<file path="src/rtl/adc_scan_pkg.sv">
package adc_scan_pkg;

    localparam int FRAME_W = 16;
    localparam int CTRL_W  = 12;
    localparam int TAG_W   = 4;
    localparam int CHAN_W  = 3;

    // Command layout; field positions are decoded by the converter.
    typedef struct packed {
        logic              wr_en;     // 11
        logic              seq_hi;    // 10
        logic              rsv9;      // 9
        logic [CHAN_W-1:0] chan;      // 8:6
        logic [1:0]        pmode;     // 5:4
        logic              seq_lo;    // 3
        logic              rsv2;      // 2
        logic              rng;       // 1
        logic              straight;  // 0
    } ctrl_word_t;

    typedef enum logic [2:0] {
        E_IDLE, E_LEAD, E_LOW, E_HIGH, E_TAIL, E_GAP
    } eng_state_e;

    typedef enum logic [1:0] {
        S_IDLE, S_ISSUE, S_WAIT
    } seq_state_e;

    function automatic logic [FRAME_W-1:0] make_cmd_frame(
        input logic [CHAN_W-1:0] ch,
        input logic [1:0]        pm,
        input logic              rng
    );
        ctrl_word_t w;
        w          = '0;
        w.wr_en    = 1'b1;
        w.chan     = ch;
        w.pmode    = pm;
        w.rng      = rng;
        w.straight = 1'b1;
        return {w, {(FRAME_W - CTRL_W){1'b0}}};
    endfunction

endpackage

</file>
<file path="src/rtl/adc_spi_frame_engine.sv">
module adc_spi_frame_engine
    import adc_scan_pkg::*;
#(
    parameter int CLK_DIV = 2,
    parameter int CS_HIGH = 2
) (
    input  logic               clk,
    input  logic               rst,
    input  logic               start,
    input  logic [FRAME_W-1:0] tx_frame,
    output logic               ready,
    output logic               done,
    output logic [FRAME_W-1:0] rx_frame,
    output logic               sclk,
    output logic               cs_n,
    output logic               mosi,
    input  logic               miso
);
    localparam int DIV_W = $clog2(CLK_DIV + 1);
    localparam int GAP_W = $clog2(CS_HIGH + 1);
    localparam int CNT_W = (DIV_W > GAP_W) ? DIV_W : GAP_W;
    localparam int BIT_W = $clog2(FRAME_W);

    eng_state_e         st;
    logic [CNT_W-1:0]   cnt;
    logic [BIT_W-1:0]   bit_cnt;
    logic [FRAME_W-1:0] tx_sh;
    logic [FRAME_W-1:0] rx_sh;
    logic               sclk_q;
    logic               cs_q;
    logic               done_q;
    logic [FRAME_W-1:0] rx_q;
    logic               half_end;
    logic               gap_end;

    assign half_end = (cnt == CNT_W'(CLK_DIV - 1));
    assign gap_end  = (cnt == CNT_W'(CS_HIGH - 1));

    always_ff @(posedge clk) begin
        if (rst) begin
            st      <= E_IDLE;
            cnt     <= '0;
            bit_cnt <= '0;
            tx_sh   <= '0;
            rx_sh   <= '0;
            sclk_q  <= 1'b1;
            cs_q    <= 1'b1;
            done_q  <= 1'b0;
            rx_q    <= '0;
        end else begin
            done_q <= 1'b0;
            case (st)
                E_IDLE: begin
                    if (start) begin
                        tx_sh   <= tx_frame;
                        cs_q    <= 1'b0;
                        cnt     <= '0;
                        bit_cnt <= '0;
                        st      <= E_LEAD;
                    end
                end
                E_LEAD, E_HIGH: begin
                    if (half_end) begin
                        cnt    <= '0;
                        sclk_q <= 1'b0;
                        rx_sh  <= {rx_sh[FRAME_W-2:0], miso};
                        st     <= E_LOW;
                    end else begin
                        cnt <= cnt + 1'b1;
                    end
                end
                E_LOW: begin
                    if (half_end) begin
                        cnt    <= '0;
                        sclk_q <= 1'b1;
                        if (bit_cnt == BIT_W'(FRAME_W - 1)) begin
                            st <= E_TAIL;
                        end else begin
                            bit_cnt <= bit_cnt + 1'b1;
                            tx_sh   <= {tx_sh[FRAME_W-2:0], 1'b0};
                            st      <= E_HIGH;
                        end
                    end else begin
                        cnt <= cnt + 1'b1;
                    end
                end
                E_TAIL: begin
                    if (half_end) begin
                        cnt    <= '0;
                        cs_q   <= 1'b1;
                        done_q <= 1'b1;
                        rx_q   <= rx_sh;
                        st     <= E_GAP;
                    end else begin
                        cnt <= cnt + 1'b1;
                    end
                end
                E_GAP: begin
                    if (gap_end) begin
                        cnt <= '0;
                        st  <= E_IDLE;
                    end else begin
                        cnt <= cnt + 1'b1;
                    end
                end
                default: st <= E_IDLE;
            endcase
        end
    end

    assign ready    = (st == E_IDLE);
    assign done     = done_q;
    assign rx_frame = rx_q;
    assign sclk     = sclk_q;
    assign cs_n     = cs_q;
    assign mosi     = tx_sh[FRAME_W-1];

endmodule

</file>
<file path="src/rtl/adc_chan_picker.sv">
module adc_chan_picker
    import adc_scan_pkg::*;
#(
    parameter int NUM_CH = 8
) (
    input  logic [NUM_CH-1:0] remain,
    output logic              any,
    output logic [CHAN_W-1:0] idx,
    output logic [NUM_CH-1:0] rest
);
    logic [NUM_CH-1:0] lowest;

    assign lowest = remain & (~remain + 1'b1);
    assign rest   = remain & ~lowest;
    assign any    = |remain;

    always_comb begin
        idx = '0;
        for (int i = 0; i < NUM_CH; i++) begin
            if (lowest[i]) idx = CHAN_W'(i);
        end
    end

endmodule

</file>
<file path="src/rtl/adc_result_check.sv">
module adc_result_check
    import adc_scan_pkg::*;
#(
    parameter int DATA_BITS = 12
) (
    input  logic [FRAME_W-1:0]   rx,
    input  logic [CHAN_W-1:0]    want_ch,
    output logic [DATA_BITS-1:0] value,
    output logic                 tag_ok
);
    localparam int VAL_MSB = FRAME_W - TAG_W - 1;
    localparam int VAL_LSB = VAL_MSB - DATA_BITS + 1;

    assign value  = rx[VAL_MSB:VAL_LSB];
    assign tag_ok = (rx[FRAME_W-1:FRAME_W-TAG_W] == TAG_W'(want_ch));

    generate
        if (VAL_LSB > 0) begin : g_pad
            logic unused_pad;
            assign unused_pad = ^rx[VAL_LSB-1:0];
        end
    endgenerate

endmodule

</file>
<file path="src/rtl/adc_scan_seq.sv">
module adc_scan_seq
    import adc_scan_pkg::*;
#(
    parameter int NUM_CH    = 8,
    parameter int DATA_BITS = 12,
    parameter int CLK_DIV   = 2,
    parameter int CS_HIGH   = 2
) (
    input  logic                 clk,
    input  logic                 rst,
    input  logic                 trig,
    input  logic [NUM_CH-1:0]    ch_mask,
    input  logic [1:0]           pwr_mode,
    input  logic                 range_ref,
    output logic                 sclk,
    output logic                 cs_n,
    output logic                 mosi,
    input  logic                 miso,
    output logic                 busy,
    output logic                 smp_valid,
    output logic [CHAN_W-1:0]    smp_chan,
    output logic [DATA_BITS-1:0] smp_data,
    output logic                 smp_err,
    output logic                 scan_done,
    output logic                 scan_err
);
    seq_state_e          st;
    logic [NUM_CH-1:0]   remain;
    logic [1:0]          pm_q;
    logic                rng_q;
    logic [CHAN_W-1:0]   sent_ch;
    logic [CHAN_W-1:0]   prev_ch;
    logic                have_prev;
    logic                last_q;
    logic                err_acc;

    logic                pick_any;
    logic [CHAN_W-1:0]   pick_idx;
    logic [NUM_CH-1:0]   pick_rest;

    logic                eng_start;
    logic                eng_ready;
    logic                eng_done;
    logic [FRAME_W-1:0]  eng_tx;
    logic [FRAME_W-1:0]  eng_rx;

    logic [DATA_BITS-1:0] chk_value;
    logic                 chk_ok;

    logic                 smp_valid_q;
    logic [CHAN_W-1:0]    smp_chan_q;
    logic [DATA_BITS-1:0] smp_data_q;
    logic                 smp_err_q;
    logic                 done_q;
    logic                 serr_q;
    logic                 busy_w;

    adc_chan_picker #(.NUM_CH(NUM_CH)) u_pick (
        .remain (remain),
        .any    (pick_any),
        .idx    (pick_idx),
        .rest   (pick_rest)
    );

    assign eng_start = (st == S_ISSUE) && eng_ready;
    assign eng_tx    = make_cmd_frame(pick_any ? pick_idx : sent_ch, pm_q, rng_q);

    adc_spi_frame_engine #(.CLK_DIV(CLK_DIV), .CS_HIGH(CS_HIGH)) u_eng (
        .clk      (clk),
        .rst      (rst),
        .start    (eng_start),
        .tx_frame (eng_tx),
        .ready    (eng_ready),
        .done     (eng_done),
        .rx_frame (eng_rx),
        .sclk     (sclk),
        .cs_n     (cs_n),
        .mosi     (mosi),
        .miso     (miso)
    );

    adc_result_check #(.DATA_BITS(DATA_BITS)) u_chk_res (
        .rx      (eng_rx),
        .want_ch (prev_ch),
        .value   (chk_value),
        .tag_ok  (chk_ok)
    );

    assign busy_w = (st != S_IDLE) || !eng_ready;

    always_ff @(posedge clk) begin
        if (rst) begin
            st          <= S_IDLE;
            remain      <= '0;
            pm_q        <= '0;
            rng_q       <= 1'b0;
            sent_ch     <= '0;
            prev_ch     <= '0;
            have_prev   <= 1'b0;
            last_q      <= 1'b0;
            err_acc     <= 1'b0;
            smp_valid_q <= 1'b0;
            smp_chan_q  <= '0;
            smp_data_q  <= '0;
            smp_err_q   <= 1'b0;
            done_q      <= 1'b0;
            serr_q      <= 1'b0;
        end else begin
            smp_valid_q <= 1'b0;
            smp_err_q   <= 1'b0;
            done_q      <= 1'b0;
            serr_q      <= 1'b0;
            case (st)
                S_IDLE: begin
                    if (trig && !busy_w) begin
                        if (ch_mask == '0) begin
                            done_q <= 1'b1;
                        end else begin
                            remain    <= ch_mask;
                            pm_q      <= pwr_mode;
                            rng_q     <= range_ref;
                            have_prev <= 1'b0;
                            err_acc   <= 1'b0;
                            st        <= S_ISSUE;
                        end
                    end
                end
                S_ISSUE: begin
                    if (eng_ready) begin
                        if (pick_any) sent_ch <= pick_idx;
                        remain <= pick_rest;
                        last_q <= !pick_any;
                        st     <= S_WAIT;
                    end
                end
                S_WAIT: begin
                    if (eng_done) begin
                        if (have_prev) begin
                            smp_valid_q <= 1'b1;
                            smp_chan_q  <= prev_ch;
                            smp_data_q  <= chk_value;
                            smp_err_q   <= !chk_ok;
                            err_acc     <= err_acc | !chk_ok;
                        end
                        prev_ch   <= sent_ch;
                        have_prev <= 1'b1;
                        if (last_q) begin
                            done_q <= 1'b1;
                            serr_q <= err_acc | (have_prev & !chk_ok);
                            st     <= S_IDLE;
                        end else begin
                            st <= S_ISSUE;
                        end
                    end
                end
                default: st <= S_IDLE;
            endcase
        end
    end

    assign busy      = busy_w;
    assign smp_valid = smp_valid_q;
    assign smp_chan  = smp_chan_q;
    assign smp_data  = smp_data_q;
    assign smp_err   = smp_err_q;
    assign scan_done = done_q;
    assign scan_err  = serr_q;

endmodule

</file>
<file path="config.mk">
export PLATFORM = sky130hd
export DESIGN_NAME = adc_scan_seq
export DESIGN_NICKNAME = d
export VERILOG_FILES = /design/src/rtl/adc_scan_pkg.sv /design/src/rtl/adc_spi_frame_engine.sv /design/src/rtl/adc_chan_picker.sv /design/src/rtl/adc_result_check.sv /design/src/rtl/adc_scan_seq.sv
export SDC_FILE = /design/constraint.sdc
export NUM_CORES = 1
export LEC_CHECK = 0
export BUFFER_PORTS_ARGS = -buffer_cell sky130_fd_sc_hd__buf_2
export CORE_ASPECT_RATIO = 1.5
export CORE_MARGIN = 3
export CORE_UTILIZATION = 52
export CTS_CLUSTER_DIAMETER = 60
export DETAILED_ROUTE_END_ITERATION = 12
export PLACE_DENSITY = 0.78
export SETUP_SLACK_MARGIN = 0.1
export SYNTH_ARGS = -nofsm -noshare
export SYNTH_HDL_FRONTEND = slang
export SYNTH_SLANG_ARGS = --single-unit
</file>
<file path="constraint.sdc">
create_clock -name clk -period 1.65 [get_ports clk]
set_clock_uncertainty 0.05 [all_clocks]
set_input_delay 0.33 -clock clk [delete_from_list [all_inputs] [get_ports clk]]
set_output_delay 0.33 -clock clk [all_outputs]
set_load 0.05 [all_outputs]
</file>
# ---- After elaboration in Yosys (flattened, before gate mapping)
# Cells that the tools add are included.
dict set report op_classes {
  addsub 3
  n_eq_ne 21
  n_mux 55
  bitwise 13
  reduce_logical 39
}
# operator n
set ops {}
lappend ops {{$mux W16} 3}
lappend ops {{$mux W3} 11}
lappend ops {{$pmux W16 S2} 1}
lappend ops {{$mux W8} 3}
lappend ops {{$and A8 B8 Y8} 2}
lappend ops {{$mux W1} 16}
lappend ops {{$mux W2} 8}
lappend ops {{$not A8 Y8} 2}
lappend ops {{$pmux W8 S2} 1}
lappend ops {{$reduce_and A4 Y1} 4}
lappend ops {{$pmux W3 S5} 1}
lappend ops {{$reduce_bool A2 Y1} 7}
lappend ops {{$mux W4} 3}
lappend ops {{$ne A2 B2 Y1 const B} 6}
lappend ops {{$reduce_and A3 Y1} 4}
lappend ops {{$ne A2 B1 Y1 const B} 5}
lappend ops {{$pmux W1 S2} 5}
lappend ops {{$reduce_and A2 Y1} 5}
lappend ops {{$reduce_and A5 Y1} 2}
lappend ops {{$add A8 B1 Y8 const B} 1}
lappend ops {{$logic_not A8 Y1} 1}
lappend ops {{$pmux W4 S2} 1}
lappend ops {{$reduce_or A4 Y1} 2}
lappend ops {{$reduce_or A8 Y1} 1}
lappend ops {{other kinds (22)} 36}
dict set report word_totals {
  ff_bits 101
  in_bits 15
}

# ---- Longest topological paths before layout
# Gate-level depths: netlist (run 1).
dict set report logic_depth {
  ltp_word 13
  mapped_depth 8
  depth_no_buf 6
}

# ---- By module
# Synthesis (run 1) repeated with hierarchy kept, for this count alone.
dict set report unflattened {
  hier_cells 545
  hier_area_um2 4573.1
}
# mod n_inst cells_per_inst area_each_um2 seq_area_each_um2
set modules_own_cells {}
lappend modules_own_cells {adc_spi_frame_engine 1 302 2558.7 1201.2}
lappend modules_own_cells {adc_scan_seq 1 201 1719.1 820.8}
lappend modules_own_cells {adc_chan_picker 1 26 166.4 0.0}
lappend modules_own_cells {adc_result_check 1 16 128.9 0.0}

# ---- Worst setup path before layout (run 1)
# OpenSTA, ideal clock, no wires.
dict set report synth_timing {
  path_kind {register -> register}
  from {register u_eng.st[1]}
  to {register remain[5]}
  setup_ns 0.128
  arrival_time_ns 1.650
  slack_ns -0.178
  path_stages_with_launch 7
  n_path_buf 1
  period_less_slack_ns 1.828
  path_cell_list {dfxtp_1 > buf_4 > or4_4 > a2111oi_4 > o21ai_0 > a22oi_1 > nor2_1}
}
dict set report synth_between {
  elab_chain_cells 7
}
# item line_no
set synth_rtl {}
lappend synth_rtl {{start: declaration} adc_spi_frame_engine.sv:24} ;# eng_state_e st;
lappend synth_rtl {{start signal: assignment} adc_spi_frame_engine.sv:41} ;# st <= E_IDLE;
lappend synth_rtl {{start signal: assignment} adc_spi_frame_engine.sv:59} ;# st <= E_LEAD;
lappend synth_rtl {{start signal: assignment} adc_spi_frame_engine.sv:67} ;# st <= E_LOW;
lappend synth_rtl {{$logic_not A3 Y1 (*)} adc_spi_frame_engine.sv:111} ;# assign ready = (st == E_IDLE);
lappend synth_rtl {{$logic_not A1 Y1} adc_scan_seq.sv:89} ;# assign busy_w = (st != S_IDLE) || !eng_ready;
lappend synth_rtl {{$logic_or A1 B1 Y1} adc_scan_seq.sv:89}
lappend synth_rtl {{$logic_not A1 Y1} adc_scan_seq.sv:115} ;# if (trig && !busy_w) begin
lappend synth_rtl {{$logic_and A1 B1 Y1} adc_scan_seq.sv:115}
lappend synth_rtl {{$ne A2 B2 Y1 (no line)} --}
lappend synth_rtl {{$reduce_and A4 Y1 (no line) (*)} --}
lappend synth_rtl {{end signal: assignment} adc_scan_seq.sv:119} ;# remain <= ch_mask;
lappend synth_rtl {{end signal: assignment} adc_scan_seq.sv:131} ;# remain <= pick_rest;
lappend synth_rtl {{end: declaration} adc_scan_seq.sv:28} ;# logic [NUM_CH-1:0] remain;
# Mark *: on every way between the ends. The rest lies on a longest branch, timed or not.
# A chain may end at the register's enable or synchronous reset.

# ---- Final worst setup path (run 1)
dict set report layout_timing {
  from {register st[1]}
  to {register u_eng.tx_sh[6]}
}
dict set report layout_between {
  elab_chain_cells 4
}
# item line_no
set layout_rtl {}
lappend layout_rtl {{start: declaration} adc_scan_seq.sv:27} ;# seq_state_e st;
lappend layout_rtl {{start signal: assignment} adc_scan_seq.sv:93} ;# st <= S_IDLE;
lappend layout_rtl {{start signal: assignment} adc_scan_seq.sv:124} ;# st <= S_ISSUE;
lappend layout_rtl {{start signal: assignment} adc_scan_seq.sv:133} ;# st <= S_WAIT;
lappend layout_rtl {{$eq A2 B1 Y1} adc_scan_seq.sv:65} ;# assign eng_start = (st == S_ISSUE) && eng_ready;
lappend layout_rtl {{$logic_and A1 B1 Y1} adc_scan_seq.sv:65}
lappend layout_rtl {{$ne A2 B2 Y1 (no line)} --}
lappend layout_rtl {{$reduce_and A4 Y1 (no line)} --}
lappend layout_rtl {{end signal: assignment} adc_spi_frame_engine.sv:55} ;# tx_sh <= tx_frame;
lappend layout_rtl {{end signal: assignment} adc_spi_frame_engine.sv:80} ;# tx_sh <= {tx_sh[FRAME_W-2:0], 1'b0};
lappend layout_rtl {{end: declaration} adc_spi_frame_engine.sv:27} ;# logic [FRAME_W-1:0] tx_sh;
# Every way passes these cells.

==> results of run 1 <==
[final cells by class]
| cell class | count | area share (%) |
|---|---|---|
| Tap cell | 97 | 2.30 |
| Clock inverter | 5 | 1.63 |
| Inverter | 7 | 0.544 |
| Multi-Input combinational cell | 336 | 39.1 |
| Sequential cell | 97 | 36.9 |
| Clock buffer | 11 | 2.49 |
| Timing Repair Buffer | 114 | 17.0 |
[flip-flops by register name, indices dropped and copies added (netlist names), 3 cells and up]
name / cells
u_eng.bit_cnt: 4
prev_ch: 3
smp_chan: 3
u_eng.rx_sh: 16
remain: 8
u_eng.tx_sh: 12
sent_ch: 3
u_eng.rx_frame: 16
u_eng.st: 3
smp_data: 12
[stage by stage]
stage	TNS (ps)	instance area [sq um]
2_1_floorplan	-2070	3910
3_5_place_dp	-3160	4450
5_1_grt	-9540	5290
6_report	-6610	5290
4_1_cts	-3260	4880
3_3_place_gp	-1500	4450
[kinds of logic after synthesis]
family | Yosys count | synth area share [%]
adder cells (fa/ha/maj) | 1 | 0.327
buffers and inverters | 37 | 4.25
AO/OA/AOI/OAI | 114 | 18.2
XOR/XNOR | 5 | 1.14
AND/OR/NAND/NOR | 213 | 24.6
multiplexers | 3 | 0.784
flip-flops | 97 | 50.7
[synthesized netlist by cell type (2+ instances only)]
cell / n
nand2_1: 128
dfxtp_1: 97
a21oi_1: 72
nor2_1: 38
clkbuf_1: 20
nor3_1: 13
a22oi_1: 9
buf_2: 7
inv_1: 6
nand3_1: 6
a311oi_1: 5
o21ai_0: 5
a211oi_1: 4
and3_1: 4
mux2i_1: 3
nor4_1: 3
o211ai_1: 3
or2_2: 3
or4_1: 3
xor2_1: 3
a2111oi_0: 2
and2_1: 2
buf_4: 2
o21ai_1: 2
o22ai_1: 2
o31ai_1: 2
xnor2_1: 2
[tightest hold or removal path: stages]
cell	delay, ps
buf_2	90
nand2_1	40
a21oi_1	50
[where the power goes]
| group | internal (mW) | leakage [nW] | switching [mW] | total (mW) |
|---|---|---|---|---|
| sequential | 2.43 | 0.787 | 0.0866 | 2.51 |
| combinational | 0.595 | 1.09 | 0.724 | 1.32 |
| clock | 0.869 | 0.109 | 0.865 | 1.73 |
| total | 3.89 | 1.99 | 1.68 | 5.57 |
[timing repair]
item,CTS,global route
resized for setup,41,70
pin swaps,14,29
cloned,1,0
endpoints found under the setup margin,75,66
buffers inserted,10,15
[worst paths after layout]
kind	from	slack (ps)	end	cells after the start
worst max-delay path	st[1]$_SDFFE_PP0P_	-310	u_eng.tx_sh[6]$_SDFFE_PP0P_	9
worst min-delay path	pwr_mode[1]	130	pm_q[1]$_SDFFE_PP0P_	3
worst max register to register	st[1]$_SDFFE_PP0P_	-310	u_eng.tx_sh[6]$_SDFFE_PP0P_	9
worst min register to register	u_eng.rx_frame[11]$_SDFFE_PP0P_	400	smp_data[11]$_SDFFE_PP0P_	2
[metal layers]
layer,routed length (um),global-route usage (%),part of all wire (%)
met4,750,12.3,6.5
met2,6130,44.0,53
met3,575,4.80,4.9
met1,4160,22.9,36
met5,0,0,0
==> results.sh, run 1 <==
export IMPL_min_path_type="input pin to flop"
export IMPL_syn_area_sq_mm=0.00383
export IMPL_fp_dieH_um=111
export IMPL_synthCells=470
export IMPL_seqCellArea_sq_mm=0.00195
export IMPL_htreeDepth=3
export IMPL_path_class="flop to flop"
export IMPL_vias_per_cell=5.75
export IMPL_clock_path_buffers=2
export IMPL_pre_cts_ws_ps=-169
export IMPL_ys_warnings_count=0
export IMPL_placementRows=37
export IMPL_synthFlopType="dfxtp_1"
export IMPL_dp_cells=625
export IMPL_path_clk_slew_ps=100
export IMPL_portBuffers=37
export IMPL_multiInputGateArea_sq_mm=0.00207
export IMPL_finalWirelength_um=11600
export IMPL_layout_drive_gt1_share_pct=35.3
export IMPL_grt_overflow_total=0
export IMPL_grt_max_degree=32
export IMPL_diodes=0
export IMPL_drtPass1Iterations=4
export IMPL_final_common_cell="nand2_1"
export IMPL_worstPathRequired_ps=1900
export IMPL_fmax_mhz=510
export IMPL_max_cap_viol_count=0
export IMPL_status="finished, violations left"
export IMPL_total_power_mw=5.57
export IMPL_cts_root_buf="clkbuf_8"
export IMPL_ir_drop_mv=0.973
export IMPL_ys_seq_area_share_pct=50.7
export IMPL_fillers=442
export IMPL_final_cell_mix="120 x nand2_1, 92 x dfxtp_1, 60 x a21oi_1"
export IMPL_fin_nets=581
export IMPL_syn_area_per_cell_sq_um=8.15
export IMPL_path_max_fanout=3
export IMPL_fp_dieW_um=76.1
export IMPL_cpPeakStageDelay_ps=340
export IMPL_cts_tree="built"
export IMPL_grt_pass1_wl_um=15700
export IMPL_crit_slowest_cell="dfxtp_2"
export IMPL_p_per_area_mw_per_mm2=1050
export IMPL_cts_buffers=9
export IMPL_holdWs_ps=126
export IMPL_crit_chain="buf_6 > nor4_4 > buf_4 > buf_6 > nand2_8 > a211oi_4 > buf_4 > a22oi_1 > nor2_1"
export IMPL_post_route_drc_count=0
export IMPL_synth_seq_cells=97
export IMPL_setup_viol=42
export IMPL_worst_path_dominant_cell_family="buffers and inverters"
export IMPL_synth_area_leader_cell="dfxtp_1"
export IMPL_clk_latency_ps=380
export IMPL_dieArea_sq_mm=0.00845
export IMPL_drtIter0Drc=265
export IMPL_gp_congestion=0.846
export IMPL_dp_hpwl_um=6500
export IMPL_wl_per_cell_um=17.4
export IMPL_grt_usage_pct=23.0
export IMPL_syn_to_final_growth_pct=38.0
export IMPL_hold_viol_final=0
export IMPL_period_share_pct=119
export IMPL_grt_pass1_vias=3438
export IMPL_pin_count=38
export IMPL_fin_cells=667
export IMPL_synth_area_leaders="dfxtp_1 51%, nand2_1 13%, a21oi_1 9.4%"
export IMPL_violations="negative setup slack"
export IMPL_async_reset_ff_share_pct=0
export IMPL_fin_util_pct=75.6
export IMPL_syn_num_nets=486
export IMPL_cts_sinks=97
export IMPL_synth_top_area_share_pct=50.7
export IMPL_synth_edf_count=0
export IMPL_grt_setup_unrepaired="yes"
export IMPL_leakagePower_nw=1.99
export IMPL_holdBufCountCts=0
export IMPL_layout_setup_ws_ps=-312
export IMPL_yosysUniqueCellTypes=51
export IMPL_drt_antenna_violating_nets=0
export IMPL_tightest_slew_ps=498
export IMPL_crit_buf_inv=4
export IMPL_cp_data_arrival_time_ps=2210
export IMPL_maxSlewHeadroom_pct=66.5
export IMPL_critPathLaunchType="flop"
export IMPL_initial_core_util_pct=54.8
export IMPL_cp_end_kind="flop"
export IMPL_core_sq_mm=0.00699
export IMPL_vias=3838
export IMPL_slew_viol_final=0
export IMPL_antenna_found_initial=0
export IMPL_fin_crit_ps=1960
Power figures use the tool's default switching activity.
==> run 2: changes to the inputs <==
--- a/config.mk
+++ b/config.mk
@@ -5,13 +5,14 @@
 export SDC_FILE = /design/constraint.sdc
 export NUM_CORES = 1
 export LEC_CHECK = 0
-export BUFFER_PORTS_ARGS = -buffer_cell sky130_fd_sc_hd__buf_2
 export CORE_ASPECT_RATIO = 1.5
 export CORE_MARGIN = 3
-export CORE_UTILIZATION = 52
+export CORE_UTILIZATION = 60
 export CTS_CLUSTER_DIAMETER = 60
 export DETAILED_ROUTE_END_ITERATION = 12
-export PLACE_DENSITY = 0.78
+export DONT_BUFFER_PORTS = 1
+export GPL_TIMING_DRIVEN = 0
+export PLACE_DENSITY = 0.8
 export SETUP_SLACK_MARGIN = 0.1
 export SYNTH_ARGS = -nofsm -noshare
 export SYNTH_HDL_FRONTEND = slang
==> constraint.sdc (replaced) <==
create_clock -name clk -period 1.95 [get_ports clk]
set_clock_uncertainty 0.05 [all_clocks]
set_input_delay 0.39 -clock clk [delete_from_list [all_inputs] [get_ports clk]]
set_output_delay 0.39 -clock clk [all_outputs]
set_load 0.05 [all_outputs]
==> results.sh, run 2 (synthesis results as in run 1) <==
export IMPL_diodes=0
export IMPL_cp_data_arrival_time_ps=2180
export IMPL_htreeDepth=3
export IMPL_p_per_area_mw_per_mm2=928
export IMPL_dp_hpwl_um=6550
export IMPL_layout_setup_ws_ps=-18.9
export IMPL_portBuffers=0
export IMPL_path_class="flop to flop"
export IMPL_gp_congestion=0.834
export IMPL_drtPass1Iterations=5
export IMPL_path_clk_slew_ps=100
export IMPL_fp_dieH_um=104
export IMPL_cts_buffers=9
export IMPL_drt_antenna_violating_nets=0
export IMPL_layout_drive_gt1_share_pct=21.2
export IMPL_final_common_cell="nand2_1"
export IMPL_vias_per_cell=5.89
export IMPL_cts_sinks=97
export IMPL_grt_max_degree=20
export IMPL_holdBufCountCts=0
export IMPL_period_share_pct=101
export IMPL_status="finished, violations left"
export IMPL_cp_end_kind="flop"
export IMPL_multiInputGateArea_sq_mm=0.00194
export IMPL_crit_start="u_eng.st[0]$_SDFFE_PP0P_"
export IMPL_clock_path_buffers=2
export IMPL_reg2reg_from="u_eng.st[0]$_SDFFE_PP0P_"
export IMPL_total_power_mw=4.24
export IMPL_dieArea_sq_mm=0.00740
export IMPL_setup_tns_ps=-26.0
export IMPL_violations="negative setup slack"
export IMPL_grt_pass1_vias=3211
export IMPL_finalWirelength_um=10000
export IMPL_crit_buf_inv=3
export IMPL_ir_drop_mv=0.657
export IMPL_fp_dieW_um=71.2
export IMPL_holdWs_ps=80.2
export IMPL_fin_crit_ps=1970
export IMPL_min_path_type="input pin to flop"
export IMPL_leakagePower_nw=1.59
export IMPL_grt_overflow_total=0
export IMPL_seqCellArea_sq_mm=0.00194
export IMPL_max_cap_viol_count=0
export IMPL_vias=3439
export IMPL_fmax_mhz=508
export IMPL_clk_latency_ps=380
export IMPL_worstPathRequired_ps=2160
export IMPL_hold_viol_final=0
export IMPL_placed_area_sq_mm=0.00392
export IMPL_maxSlewHeadroom_pct=48.7
export IMPL_critPathLaunchType="flop"
export IMPL_cpMostUsedCell="buf_6"
export IMPL_core_sq_mm=0.00617
export IMPL_syn_to_final_growth_pct=19.5
export IMPL_antenna_found_initial=0
export IMPL_final_area_sq_mm=0.00458
export IMPL_grt_setup_unrepaired="yes"
export IMPL_post_route_drc_count=0
export IMPL_fillers=439
export IMPL_cts_tree="built"
export IMPL_path_max_fanout=8
export IMPL_slew_viol_final=0
export IMPL_fin_nets=521
export IMPL_pre_cts_ws_ps=-265
export IMPL_tightest_slew_ps=763
export IMPL_worst_path_dominant_cell_family="simple AND/OR/NAND/NOR gates"
export IMPL_hold_start="pwr_mode[0]"
export IMPL_grt_pass1_wl_um=15300
export IMPL_wl_per_cell_um=17.2
export IMPL_final_cell_mix="123 x nand2_1, 95 x dfxtp_1, 67 x a21oi_1"
export IMPL_cpPeakStageDelay_ps=610
export IMPL_grt_usage_pct=26.2
export IMPL_placementRows=35
export IMPL_cts_root_buf="clkbuf_8"
export IMPL_drtIter0Drc=243
export IMPL_crit_slowest_cell="or4_4"
export IMPL_pin_count=38
export IMPL_crit_chain="buf_6 > or4_4 > buf_4 > nor2_4 > buf_6 > o22ai_2 > a22oi_1 > nor2_1"
export IMPL_setup_viol=3
export IMPL_initial_core_util_pct=62.0
## run 2: cell type report
| class | count | share of cell area, % |
|---|---|---|
| Sequential cell | 97 | 42.5 |
| Buffer | 29 | 3.88 |
| Clock buffer | 9 | 2.71 |
| Multi-Input combinational cell | 336 | 42.3 |
| Timing Repair Buffer | 25 | 4.43 |
| Clock inverter | 7 | 1.50 |
| Inverter | 7 | 0.629 |
| Tap cell | 74 | 2.02 |
## run 2: metal layers
layer | share of wire [%] | track usage (%) | up-vias
met5 | 0 | 0 | -
met4 | 4.5 | 14.5 | 0
met3 | 5.4 | 3.68 | 34
met2 | 53 | 47.0 | 141
met1 | 37 | 28.7 | 1588
li1 | - | - | 1676
## run 2: path summary, 6_finish.rpt
path         slack [ps]                      endpoint  cells after the start
max                 -20        remain[2]$_SDFFE_PP0P_                      8
max reg2reg         -20        remain[2]$_SDFFE_PP0P_                      8
min                  80          pm_q[0]$_SDFFE_PP0P_                      2
min reg2reg         410  u_eng.rx_sh[15]$_SDFFE_PP0P_                      2
## run 2: what timing repair did
item,in CTS,in global routing
buffers inserted,13,11
endpoints found under the setup margin,64,65
gates cloned,0,1
pin swaps,13,20
hold endpoints to repair,0,0
resized for setup,24,61
## run 2: per-stage QoR
stage | std cells | utilization (%)
after floorplan | 470 | -
after global placement | 544 | 63.5
after detailed placement | 544 | 63.5
after CTS | 572 | 69.6
after global routing | 584 | 74.1
final | 584 | 74.1
## run 2: worst register-to-register path, stage by stage (launching register included)
cell and delay [ps]:
dfxtp_2 330, buf_6 130, or4_4 610, buf_4 180, nor2_4 120, buf_6 150, o22ai_2 70, a22oi_1 160
nor2_1 50
## run 2: report_power, final
group	switching [mW]	internal, mW	total, mW
clock	0.791	0.503	1.29
sequential	0.0928	2.05	2.15
combinational	0.471	0.333	0.804
